===== config.mk =====
export PLATFORM = sky130hd
export DESIGN_NAME = cdma_ctrl
export DESIGN_NICKNAME = d
export VERILOG_FILES = /design/src/rtl/cdma_pkg.sv /design/src/rtl/cdma_regfile.sv /design/src/rtl/cdma_mover.sv /design/src/rtl/cdma_status.sv /design/src/rtl/cdma_ctrl.sv
export SDC_FILE = /design/constraint.sdc
export NUM_CORES = 1
export LEC_CHECK = 0
export ABC_AREA = 1
export CAP_MARGIN = 20
export CELL_PAD_IN_SITES_DETAIL_PLACEMENT = 1
export CELL_PAD_IN_SITES_GLOBAL_PLACEMENT = 1
export CORE_AREA = 2 2 233 326
export CTS_CLUSTER_SIZE = 8
export DETAILED_ROUTE_END_ITERATION = 7
export DIE_AREA = 0 0 235 328
export DONT_BUFFER_PORTS = 1
export PLACE_DENSITY = 0.51
export RECOVER_POWER = 50
export SLEW_MARGIN = 30
export SYNTH_ARGS = -nofsm -noshare
export SYNTH_HDL_FRONTEND = slang
export SYNTH_HIERARCHICAL = 1
export SYNTH_SLANG_ARGS = --single-unit
export TNS_END_PERCENT = 10

===== constraint.sdc =====
create_clock -name clk -period 3.3 [get_ports clk]
set_input_delay 0.33 -clock clk [delete_from_list [all_inputs] [get_ports clk]]
set_output_delay 0.33 -clock clk [all_outputs]
set_load 0.05 [all_outputs]

===== src/rtl/cdma_pkg.sv =====
package cdma_pkg;
  localparam int DRAM_AW  = 24;
  localparam int CART_AW  = 32;
  localparam int LEN_W    = 24;
  localparam int CNT_W    = LEN_W + 1;
  localparam int TF_W     = 8;
  localparam int NUM_DOM  = 2;
  localparam int TF_PER_DOM = 4;
  localparam int NUM_TF   = NUM_DOM * TF_PER_DOM;

  localparam logic [7:0] OFF_DRAM   = 8'h00;
  localparam logic [7:0] OFF_CART   = 8'h04;
  localparam logic [7:0] OFF_LEN_WR = 8'h08;
  localparam logic [7:0] OFF_LEN_RD = 8'h0C;
  localparam logic [7:0] OFF_STAT   = 8'h10;
  localparam logic [7:0] OFF_TIME0  = 8'h14;

  localparam logic [DRAM_AW-1:0] DRAM_MASK = 24'hFFFFFE;

  // DRAM pointer after a copy: advance, then round up to an 8-byte boundary.
  function automatic logic [DRAM_AW-1:0] dram_after(input logic [DRAM_AW-1:0] base,
                                                    input logic [CNT_W-1:0] bytes);
    logic [CNT_W:0] sum;
    sum = {2'b00, base} + {1'b0, bytes} + 26'd7;
    return sum[DRAM_AW-1:0] & ~24'h7;
  endfunction

  // Cartridge pointer after a copy: advance, then bump an odd result to even.
  function automatic logic [CART_AW-1:0] cart_after(input logic [CART_AW-1:0] base,
                                                    input logic [CNT_W-1:0] bytes);
    logic [CART_AW-1:0] sum;
    sum = base + {{(CART_AW-CNT_W){1'b0}}, bytes};
    return sum + {{(CART_AW-1){1'b0}}, sum[0]};
  endfunction

  // Byte count for a stored length value (value plus one).
  function automatic logic [CNT_W-1:0] len_to_bytes(input logic [LEN_W-1:0] len);
    return {1'b0, len} + {{(CNT_W-1){1'b0}}, 1'b1};
  endfunction
endpackage


===== src/rtl/cdma_regfile.sv =====
module cdma_regfile
  import cdma_pkg::*;
(
  input  logic                clk,
  input  logic                rst_n,
  input  logic                wr_en,
  input  logic [7:0]          addr,
  input  logic [31:0]         wdata,
  input  logic                launch,
  input  logic                launch_to_dram,
  input  logic [CNT_W-1:0]    launch_bytes,
  input  logic [3:0]          status_bits,
  output logic [31:0]         rdata,
  output logic [DRAM_AW-1:0]  dram_q,
  output logic [CART_AW-1:0]  cart_q,
  output logic [TF_PER_DOM*TF_W-1:0] dom1_q,
  output logic [TF_PER_DOM*TF_W-1:0] dom2_q
);
  logic [LEN_W-1:0] len_out_q;
  logic [LEN_W-1:0] len_in_q;
  logic [TF_W-1:0]  tfield_q [NUM_TF];

  // Address registers: software writes, or advance on launch.
  always_ff @(posedge clk) begin
    if (!rst_n) begin
      dram_q <= '0;
      cart_q <= '0;
    end else if (launch) begin
      dram_q <= dram_after(dram_q, launch_bytes);
      cart_q <= cart_after(cart_q, launch_bytes);
    end else if (wr_en && addr == OFF_DRAM) begin
      dram_q <= wdata[DRAM_AW-1:0] & DRAM_MASK;
    end else if (wr_en && addr == OFF_CART) begin
      cart_q <= {wdata[CART_AW-1:1], 1'b0};
    end
  end

  // Length registers only capture on an accepted launch.
  always_ff @(posedge clk) begin
    if (!rst_n) begin
      len_out_q <= '0;
      len_in_q  <= '0;
    end else if (launch) begin
      if (launch_to_dram) len_in_q  <= wdata[LEN_W-1:0];
      else                len_out_q <= wdata[LEN_W-1:0];
    end
  end

  // Timing fields: one 8-bit register per word offset.
  for (genvar g = 0; g < NUM_TF; g++) begin : g_tf
    localparam logic [7:0] OFF = OFF_TIME0 + 8'(4 * g);
    always_ff @(posedge clk) begin
      if (!rst_n)                    tfield_q[g] <= '0;
      else if (wr_en && addr == OFF) tfield_q[g] <= wdata[TF_W-1:0];
    end
    if (g < TF_PER_DOM) begin : g_d1
      assign dom1_q[g*TF_W +: TF_W] = tfield_q[g];
    end else begin : g_d2
      assign dom2_q[(g-TF_PER_DOM)*TF_W +: TF_W] = tfield_q[g];
    end
  end

  // Read mux.
  always_comb begin
    rdata = '0;
    unique case (addr)
      OFF_DRAM:   rdata = {8'h00, dram_q & DRAM_MASK};
      OFF_CART:   rdata = cart_q;
      OFF_LEN_WR: rdata = {8'h00, len_out_q};
      OFF_LEN_RD: rdata = {8'h00, len_in_q};
      OFF_STAT:   rdata = {28'h0, status_bits};
      default: begin
        for (int i = 0; i < NUM_TF; i++) begin
          if (addr == OFF_TIME0 + 8'(4 * i)) rdata = {24'h0, tfield_q[i]};
        end
      end
    endcase
  end
endmodule


===== src/rtl/cdma_mover.sv =====
module cdma_mover
  import cdma_pkg::*;
(
  input  logic                clk,
  input  logic                rst_n,
  input  logic                launch,
  input  logic                launch_to_dram,
  input  logic [DRAM_AW-1:0]  dram_base,
  input  logic [CART_AW-1:0]  cart_base,
  input  logic [CNT_W-1:0]    bytes,
  output logic                active,
  output logic [DRAM_AW-1:0]  mem_dram_addr,
  input  logic [7:0]          dram_rdata,
  output logic                dram_we,
  output logic [7:0]          dram_wdata,
  output logic [CART_AW-1:0]  mem_cart_addr,
  input  logic [7:0]          cart_rdata,
  output logic                cart_we,
  output logic [7:0]          cart_wdata
);
  logic               to_dram_q;
  logic [DRAM_AW-1:0] dram_ptr_q;
  logic [CART_AW-1:0] cart_ptr_q;
  logic [CNT_W-1:0]   left_q;
  logic               last_byte;

  assign last_byte = active && (left_q == {{(CNT_W-1){1'b0}}, 1'b1});

  always_ff @(posedge clk) begin
    if (!rst_n) begin
      active     <= 1'b0;
      to_dram_q  <= 1'b0;
      dram_ptr_q <= '0;
      cart_ptr_q <= '0;
      left_q     <= '0;
    end else if (launch) begin
      active     <= 1'b1;
      to_dram_q  <= launch_to_dram;
      dram_ptr_q <= dram_base;
      cart_ptr_q <= cart_base;
      left_q     <= bytes;
    end else if (active) begin
      dram_ptr_q <= dram_ptr_q + 1'b1;
      cart_ptr_q <= cart_ptr_q + 1'b1;
      left_q     <= left_q - 1'b1;
      if (last_byte) active <= 1'b0;
    end
  end

  assign mem_dram_addr = dram_ptr_q;
  assign mem_cart_addr = cart_ptr_q;
  assign dram_we       = active && to_dram_q;
  assign cart_we       = active && !to_dram_q;
  assign dram_wdata    = cart_rdata;
  assign cart_wdata    = dram_rdata;
endmodule


===== src/rtl/cdma_status.sv =====
module cdma_status (
  input  logic clk,
  input  logic rst_n,
  input  logic launch,
  input  logic mover_active,
  input  logic xfer_done,
  input  logic clr_req,
  output logic dma_busy,
  output logic irq_pend,
  output logic finish_evt
);
  logic done_seen_q;

  assign finish_evt = dma_busy && !mover_active && (xfer_done || done_seen_q);

  always_ff @(posedge clk) begin
    if (!rst_n) begin
      dma_busy    <= 1'b0;
      done_seen_q <= 1'b0;
      irq_pend    <= 1'b0;
    end else begin
      if (launch)          dma_busy <= 1'b1;
      else if (finish_evt) dma_busy <= 1'b0;

      if (finish_evt)                           done_seen_q <= 1'b0;
      else if (dma_busy && mover_active && xfer_done) done_seen_q <= 1'b1;

      if (finish_evt)   irq_pend <= 1'b1;
      else if (clr_req) irq_pend <= 1'b0;
    end
  end
endmodule


===== src/rtl/cdma_ctrl.sv =====
module cdma_ctrl
  import cdma_pkg::*;
(
  input  logic                 clk,
  input  logic                 rst_n,
  input  logic                 reg_wr,
  input  logic [7:0]           reg_addr,
  input  logic [31:0]          reg_wdata,
  output logic [31:0]          reg_rdata,
  input  logic                 io_busy,
  output logic                 xfer_start,
  output logic                 xfer_to_dram,
  output logic [CNT_W-1:0]     xfer_bytes,
  output logic [CART_AW-1:0]   xfer_cart_addr,
  input  logic                 xfer_done,
  output logic                 irq,
  output logic [31:0]          dom1_timing,
  output logic [31:0]          dom2_timing,
  output logic [DRAM_AW-1:0]   mem_dram_addr,
  input  logic [7:0]           dram_rdata,
  output logic                 dram_we,
  output logic [7:0]           dram_wdata,
  output logic [CART_AW-1:0]   mem_cart_addr,
  input  logic [7:0]           cart_rdata,
  output logic                 cart_we,
  output logic [7:0]           cart_wdata
);
  logic               dma_busy;
  logic               finish_evt;
  logic               mover_active;
  logic               irq_pend;
  logic               len_hit;
  logic               launch_evt;
  logic               clr_req;
  logic [DRAM_AW-1:0] dram_q;
  logic [CART_AW-1:0] cart_q;

  // Named internal events.
  assign len_hit    = reg_wr && (reg_addr == OFF_LEN_WR || reg_addr == OFF_LEN_RD);
  assign launch_evt = len_hit && !dma_busy;
  assign clr_req    = reg_wr && reg_addr == OFF_STAT && reg_wdata[1];

  assign xfer_start     = launch_evt;
  assign xfer_to_dram   = (reg_addr == OFF_LEN_RD);
  assign xfer_bytes     = len_to_bytes(reg_wdata[LEN_W-1:0]);
  assign xfer_cart_addr = cart_q;
  assign irq            = irq_pend;

  cdma_regfile u_regs (
    .clk            (clk),
    .rst_n          (rst_n),
    .wr_en          (reg_wr),
    .addr           (reg_addr),
    .wdata          (reg_wdata),
    .launch         (launch_evt),
    .launch_to_dram (xfer_to_dram),
    .launch_bytes   (xfer_bytes),
    .status_bits    ({irq_pend, 1'b0, io_busy, dma_busy}),
    .rdata          (reg_rdata),
    .dram_q         (dram_q),
    .cart_q         (cart_q),
    .dom1_q         (dom1_timing),
    .dom2_q         (dom2_timing)
  );

  cdma_mover u_mover (
    .clk            (clk),
    .rst_n          (rst_n),
    .launch         (launch_evt),
    .launch_to_dram (xfer_to_dram),
    .dram_base      (dram_q),
    .cart_base      (cart_q),
    .bytes          (xfer_bytes),
    .active         (mover_active),
    .mem_dram_addr  (mem_dram_addr),
    .dram_rdata     (dram_rdata),
    .dram_we        (dram_we),
    .dram_wdata     (dram_wdata),
    .mem_cart_addr  (mem_cart_addr),
    .cart_rdata     (cart_rdata),
    .cart_we        (cart_we),
    .cart_wdata     (cart_wdata)
  );

  cdma_status u_stat (
    .clk          (clk),
    .rst_n        (rst_n),
    .launch       (launch_evt),
    .mover_active (mover_active),
    .xfer_done    (xfer_done),
    .clr_req      (clr_req),
    .dma_busy     (dma_busy),
    .irq_pend     (irq_pend),
    .finish_evt   (finish_evt)
  );
endmodule


After elaboration in Yosys (flattened, before gate mapping)
Memory sizes are Yosys's and may differ from the RTL's.
Cells that the tools add are included.
{"block": "word_totals", "wordCells": 143, "inputBits": 61, "mem_count": 1, "output_inout_bits": 230, "reg_bits": 189, "ramBits": 64}
{"name": "u_regs.tfield_q", "words": 8, "width": 8, "read_ports": 8, "rd_clocked_by_memory_dff": 0, "wr": 8, "line_no": "cdma_regfile.sv:21", "rtl": "logic [TF_W-1:0] tfield_q [NUM_TF];"}
{"block": "op_classes", "bitwise": 10, "muxes": 60, "eq_ne": 14, "n_reduce_logical": 37, "add_sub_neg": 8}
{"cell": "two-way mux 32 bit", "n": 5}
{"cell": "case mux 32 bit (5 select lines)", "n": 1}
{"cell": "two-way mux 8 bit", "n": 16}
{"cell": "two-way mux 24 bit", "n": 4}
{"cell": "two-way mux 25 bit", "n": 2}
{"cell": "equality test 8 x 6 -> 1 bit, second input constant", "n": 5}
{"cell": "adder 32 x 1 -> 32 bit", "n": 1}
{"cell": "adder 32 x 1 -> 32 bit, second input constant", "n": 1}
{"cell": "adder 32 x 25 -> 32 bit", "n": 1}
{"cell": "equality test 8 x 5 -> 1 bit, second input constant", "n": 4}
{"cell": "two-way mux 1 bit", "n": 32}
{"cell": "adder 24 x 1 -> 25 bit, second input constant", "n": 1}
{"cell": "equality test 25 x 1 -> 1 bit, second input constant", "n": 1}
{"cell": "subtractor 25 x 1 -> 25 bit, second input constant", "n": 1}
{"cell": "adder 24 x 1 -> 24 bit, second input constant", "n": 1}
{"cell": "adder 24 bit", "n": 1}
{"cell": "adder 24 x 3 -> 24 bit, second input constant", "n": 1}
{"cell": "logical AND 1 bit", "n": 21}
{"cell": "equality test 8 x 4 -> 1 bit, second input constant", "n": 2}
{"cell": "nonzero test 2 bit", "n": 5}
{"cell": "equality test 8 x 3 -> 1 bit, second input constant", "n": 1}
{"cell": "zero test 8 bit", "n": 1}
{"cell": "bitwise OR 1 bit", "n": 8}
{"cell": "AND reduction 2 bit", "n": 3}
{"cell": "5 further kinds", "n": 10}

Depth between registers and ports, before layout
{"block": "depth", "word_depth": 10, "ltp_mapped": 29, "ltp_nobuf": 29}

By module
The synthesis kept the hierarchy.
{"mod": "cdma_regfile", "area_per_inst_um2": 11932.7, "seq_area_each_um2": 3963.8, "cells_each": 1797, "instances": 1}
{"mod": "cdma_mover", "area_per_inst_um2": 5624.1, "seq_area_each_um2": 1661.6, "cells_each": 906, "instances": 1}
{"mod": "cdma_ctrl", "area_per_inst_um2": 686.9, "seq_area_each_um2": 0.0, "cells_each": 141, "instances": 1}
{"mod": "cdma_status", "area_per_inst_um2": 140.1, "seq_area_each_um2": 60.1, "cells_each": 20, "instances": 1}

Worst setup path after synthesis
No wires, ideal clock.
{"block": "synth_path", "kind": "input port to flip-flop", "from": "input reg_wdata[0]", "to": "register u_regs.cart_q[26]", "path_buffers": 0, "required_ns": 3.166, "slack_ns": -0.637, "cell_stages": 22, "arrival_ns": 3.803, "setup_ns": 0.134, "path_cell_list": "inv_1 -> nor2_1 -> nand2_1 -> nor2_2 -> xor2_1 -> ha_1 -> nand2_1 -> nand2_1 -> nand2_1 -> nand2_1 -> a21oi_1 -> nand3_1 -> nand2_2 -> nand2_4 -> nor2_4 -> nand2_2 -> nor2_4 -> nand2_1 -> nand2_1 -> nand2_1 -> o21ai_1 -> a21oi_1"}
{"block": "synth_between", "elab_chain_len": 4}
{"element": "from (decl)", "line_no": "cdma_ctrl.sv:8", "rtl": "input logic [31:0] reg_wdata,"}
{"element": "adder 24 x 1 -> 25 bit", "line_no": "cdma_pkg.sv:38", "rtl": "return {1'b0, len} + {{(CNT_W-1){1'b0}}, 1'b1};"}
{"element": "named net xfer_bytes[11]", "line_no": "cdma_ctrl.sv:13", "rtl": "output logic [CNT_W-1:0] xfer_bytes,"}
{"element": "adder 32 x 25 -> 32 bit", "line_no": "cdma_pkg.sv:32", "rtl": "sum = base + {{(CART_AW-CNT_W){1'b0}}, bytes};"}
{"element": "adder 32 x 1 -> 32 bit", "line_no": "cdma_pkg.sv:33", "rtl": "return sum + {{(CART_AW-1){1'b0}}, sum[0]};"}
{"element": "two-way mux 32 bit", "line_no": "cdma_regfile.sv:28", "rtl": "end else if (launch) begin"}
{"element": "to (signal assigned)", "line_no": "cdma_regfile.sv:30", "rtl": "cart_q <= cart_after(cart_q, launch_bytes);"}
{"element": "to (signal assigned)", "line_no": "cdma_regfile.sv:34", "rtl": "cart_q <= {wdata[CART_AW-1:1], 1'b0};"}
{"element": "to (decl)", "line_no": "cdma_regfile.sv:15", "rtl": "output logic [CART_AW-1:0] cart_q,"}
The timed path passes the listed nets, and every way through them passes these cells.
A chain may end at the register's enable or synchronous reset.

Worst setup path in the final report
{"block": "layout_path", "from": "register u_regs.cart_q[7]", "to": "output reg_rdata[7]"}
{"block": "layout_between", "elab_chain_len": 1}
{"element": "case mux 32 bit (5 select lines)", "line_no": "cdma_regfile.sv:66", "rtl": "unique case (addr)"}
{"element": "to (decl)", "line_no": "cdma_ctrl.sv:9", "rtl": "output logic [31:0] reg_rdata,"}
Every way passes these cells.

==> results.cfg <==
[power]
sw_frac_of_total_pct = 29.8
power_leakage_nw = 9.82
p_int_mw = 5.72
vdd_drop_max_mv = 0.312
p_comb_share_pct = 12.1
p_seq_share_pct = 41.9
total_power_mw = 8.15
powerDensity_nw_per_um2 = 345
p_clk_share_pct = 46.1
switchingPower_mw = 2.43

[setup_path]
critPathMaxFanout = 3
worstPathArrival_ns = 2.87
worst_ep_required_time_ns = 2.97
cp-start-kind = flip-flop
reg2reg_from = u_regs/cart_q[1]$_SDFFE_PN0P_
worstSetupEndpointType = output pin
crit_type = reg2out
crit_start = u_regs/cart_q[7]$_SDFFE_PN0P_
r2r_cells = 15

[clock_tree]
cts_made_buffers = 38
cts_tree = built
cts_buffer_depth = 3
cts_htree_levels = 2
cts_root_buf = clkbuf_16
clkSinkCount = 252
worstSkewPairLatency_ns = 0.58
clkSlewWorstSetupHoldPaths_ns = 0.06

[detailed_routing]
drt-total-wl_um = 101000
dr.pass1.iters = 5
num_vias = 20900
route.detailed.drc = 0
avgViaCountPerCell = 5.04
drtIter0Drc = 938
antenna_left = 0
wl_per_cell_um = 24.4

[floorplanning]
core_um2 = 74000
die_x_um = 235
dieArea_um2 = 77100
start_util_pct = 24.9
ios = 291
placementRows = 118
die_h_um = 328

[cells_and_area]
nets = 3304
finalInstanceArea_um2 = 23600
final_util_pct = 31.9
area_growth_pct = 28.4
drive_gt1_share_pct = 17.0
nFillCells = 9331

[sta]
finalHoldViolCount = 0
rsz0062_at_grt = true
setup_ws_ns = 0.0991
period_share_pct = 97.0
setup_viol = 0
tightest_slew_ns = 1.47
relSlewSlack_pct = 1.71
period_minus_slack_ns = 3.20
timing.hold.ws_ns = 0.0169
fmax_mhz = 312
drv_slew = 0
fin_skew_ns = 0.0402

[global_route]
grt_antenna_before_repair = 2
grt_usage_pct = 25.6
grt_pass1_vias = 21800
grt-ovfl-total = 0
grt_max_degree = 68
grt_first_pass_wirelength_um = 147000

[logic_synthesis]
synth_edf_count = 64
avgSynthCellArea_um2 = 6.42
syn_inst = 2864
synth_seq_cells = 252
synth-main-ff-cell = dfxtp_1
yosysUniqueCellTypes = 53
ys_seq_area_share_pct = 30.9
synth_area_um2 = 18400
synthArstFlopShare_pct = 0
yosys_warnings = 6

[placed_design]
dpl_cell_area_um2 = 22300
gp_congestion = 0.911
port_buffers = 0
dpl.hpwl_um = 81000
pre_cts_ws_ns = -0.639

[worst_hold_path]
holdCritPathClass = in2reg
min_from = reg_wdata[17]
min_path_cells = 2

[status]
status = completed

[flow_run]
cap_violations = 0
## power groups by stage
stage          Sequential (mW)  Combinational, mW  Clock (mW)
6_report                  3.41              0.982        3.75
5_1_grt                   3.41               1.05        3.95
4_1_cts                   3.41              0.989        3.83
3_5_place_dp              3.48              0.922           0
3_3_place_gp              3.47              0.912           0
2_1_floorplan             3.46              0.572           0
## final timing paths
| path | slack, ns | to |
|---|---|---|
| hold / removal | 0.02 | u_regs/len_out_q[17]$_SDFFE_PN0P_ |
| setup reg to reg | 0.20 | u_regs/cart_q[21]$_SDFFE_PN0P_ |
| setup / recovery | 0.1 | reg_rdata[7] |
| hold reg to reg | 0.48 | u_regs/len_in_q[19]$_SDFFE_PN0P_ |
## cell families (layout without fill, tap and decap cells)
family,after synthesis,after routing,share of synthesized area [%]
XOR/XNOR,59,59,2.85
buffers and inverters,420,740,9.19
adder cells (fa/ha/maj),74,74,5.08
AO/OA/AOI/OAI,469,469,14.9
flip-flops,252,252,30.9
other,2,5,0.0409
AND/OR/NAND/NOR,1588,1588,37.0
## synthesized netlist by cell type (all sizes together) (5+ instances only)
cell type / n / area [um^2]
a211oi: 5 / 37.5
a21oi: 179 / 907
a221oi: 14 / 123
a22o: 8 / 70.1
a22oi: 57 / 428
a31oi: 49 / 307
and2: 5 / 31.3
buf: 45 / 282
clkbuf: 54 / 203
clkinv: 9 / 33.8
dfxtp: 188 / 3760
edfxtp: 64 / 1920
ha: 73 / 913
inv: 312 / 1170
nand2: 911 / 3510
nand3: 167 / 876
nand3b: 13 / 97.6
nand4: 42 / 263
nor2: 413 / 1800
nor3: 21 / 121
o21ai: 128 / 641
o21bai: 8 / 60.1
or2: 12 / 75.1
xnor2: 27 / 236
xor2: 32 / 288
## metrics by stage
stage	std cells	TNS, ns
3_5_place_dp	4060	-13.32
5_1_grt	4146	-0.115
6_report	4147	0
2_1_floorplan	2865	-0.0484
4_1_cts	4142	0
3_3_place_gp	4060	-12.97
## routing by layer
| metal | track usage (%) | vias to the layer above | part of all wire (%) |
|---|---|---|---|
| li1 | - | 9942 | - |
| met1 | 27.6 | 10300 | 38 |
| met2 | 48.5 | 497 | 52 |
| met3 | 6.20 | 136 | 6.5 |
| met4 | 8.41 | 0 | 3.4 |
| met5 | 0 | - | 0 |
## flip-flops by register name, summed over array words and instances, names as in the netlist
name / cells
u_mover/mem_cart_addr: 32
u_stat/dma_busy: 1
u_stat/irq_pend: 1
u_mover/mem_dram_addr: 24
u_regs/cart_q: 31
u_mover/active: 1
u_mover/to_dram_q: 1
u_regs/tfield_q: 64
u_stat/done_seen_q: 1
u_regs/len_in_q: 24
u_regs/len_out_q: 24
u_mover/left_q: 25
u_regs/dram_q: 23
## repair_timing
action,CTS,global route
hold endpoints to repair,99,0
cloned,0,0
gates resized for setup,0,15
pin swaps,1,6
setup endpoints to repair,1,7
hold buffers,23,0
setup buffers,3,3
## layout by cell type, fill, tap and decap left out, types with 55 or more instances in the layout
cell type,count
dfxtp_1,188
a22oi_1,57
o21ai_0,125
nand2_1,863
nand3_1,155
clkbuf_1,55
inv_1,292
a21oi_1,173
nor2_1,345
edfxtp_1,64
ha_1,57
buf_4,289
## critical path, stage by stage, from the launching register on
cell and delay (ns):
dfxtp_1 0.34, clkbuf_1 0.88, inv_1 0.22, o22ai_1 0.36
a221oi_1 0.13, nand3_1 0.20, buf_12 0.16
## cell type report
| class | count | area (um^2) | area share [%] |
|---|---|---|---|
| Inverter | 321 | 1210 | 5.14 |
| Timing Repair Buffer | 363 | 2740 | 11.6 |
| Multi-Input combinational cell | 2193 | 11700 | 49.4 |
| Clock inverter | 4 | 67.6 | 0.286 |
| Clock buffer | 52 | 1020 | 4.34 |
| Sequential cell | 252 | 5690 | 24.1 |
| Tap cell | 960 | 1200 | 5.09 |
| Antenna cell | 2 | 5.00 | 0.0212 |
Note: power is estimated with default switching activity, not from simulation.
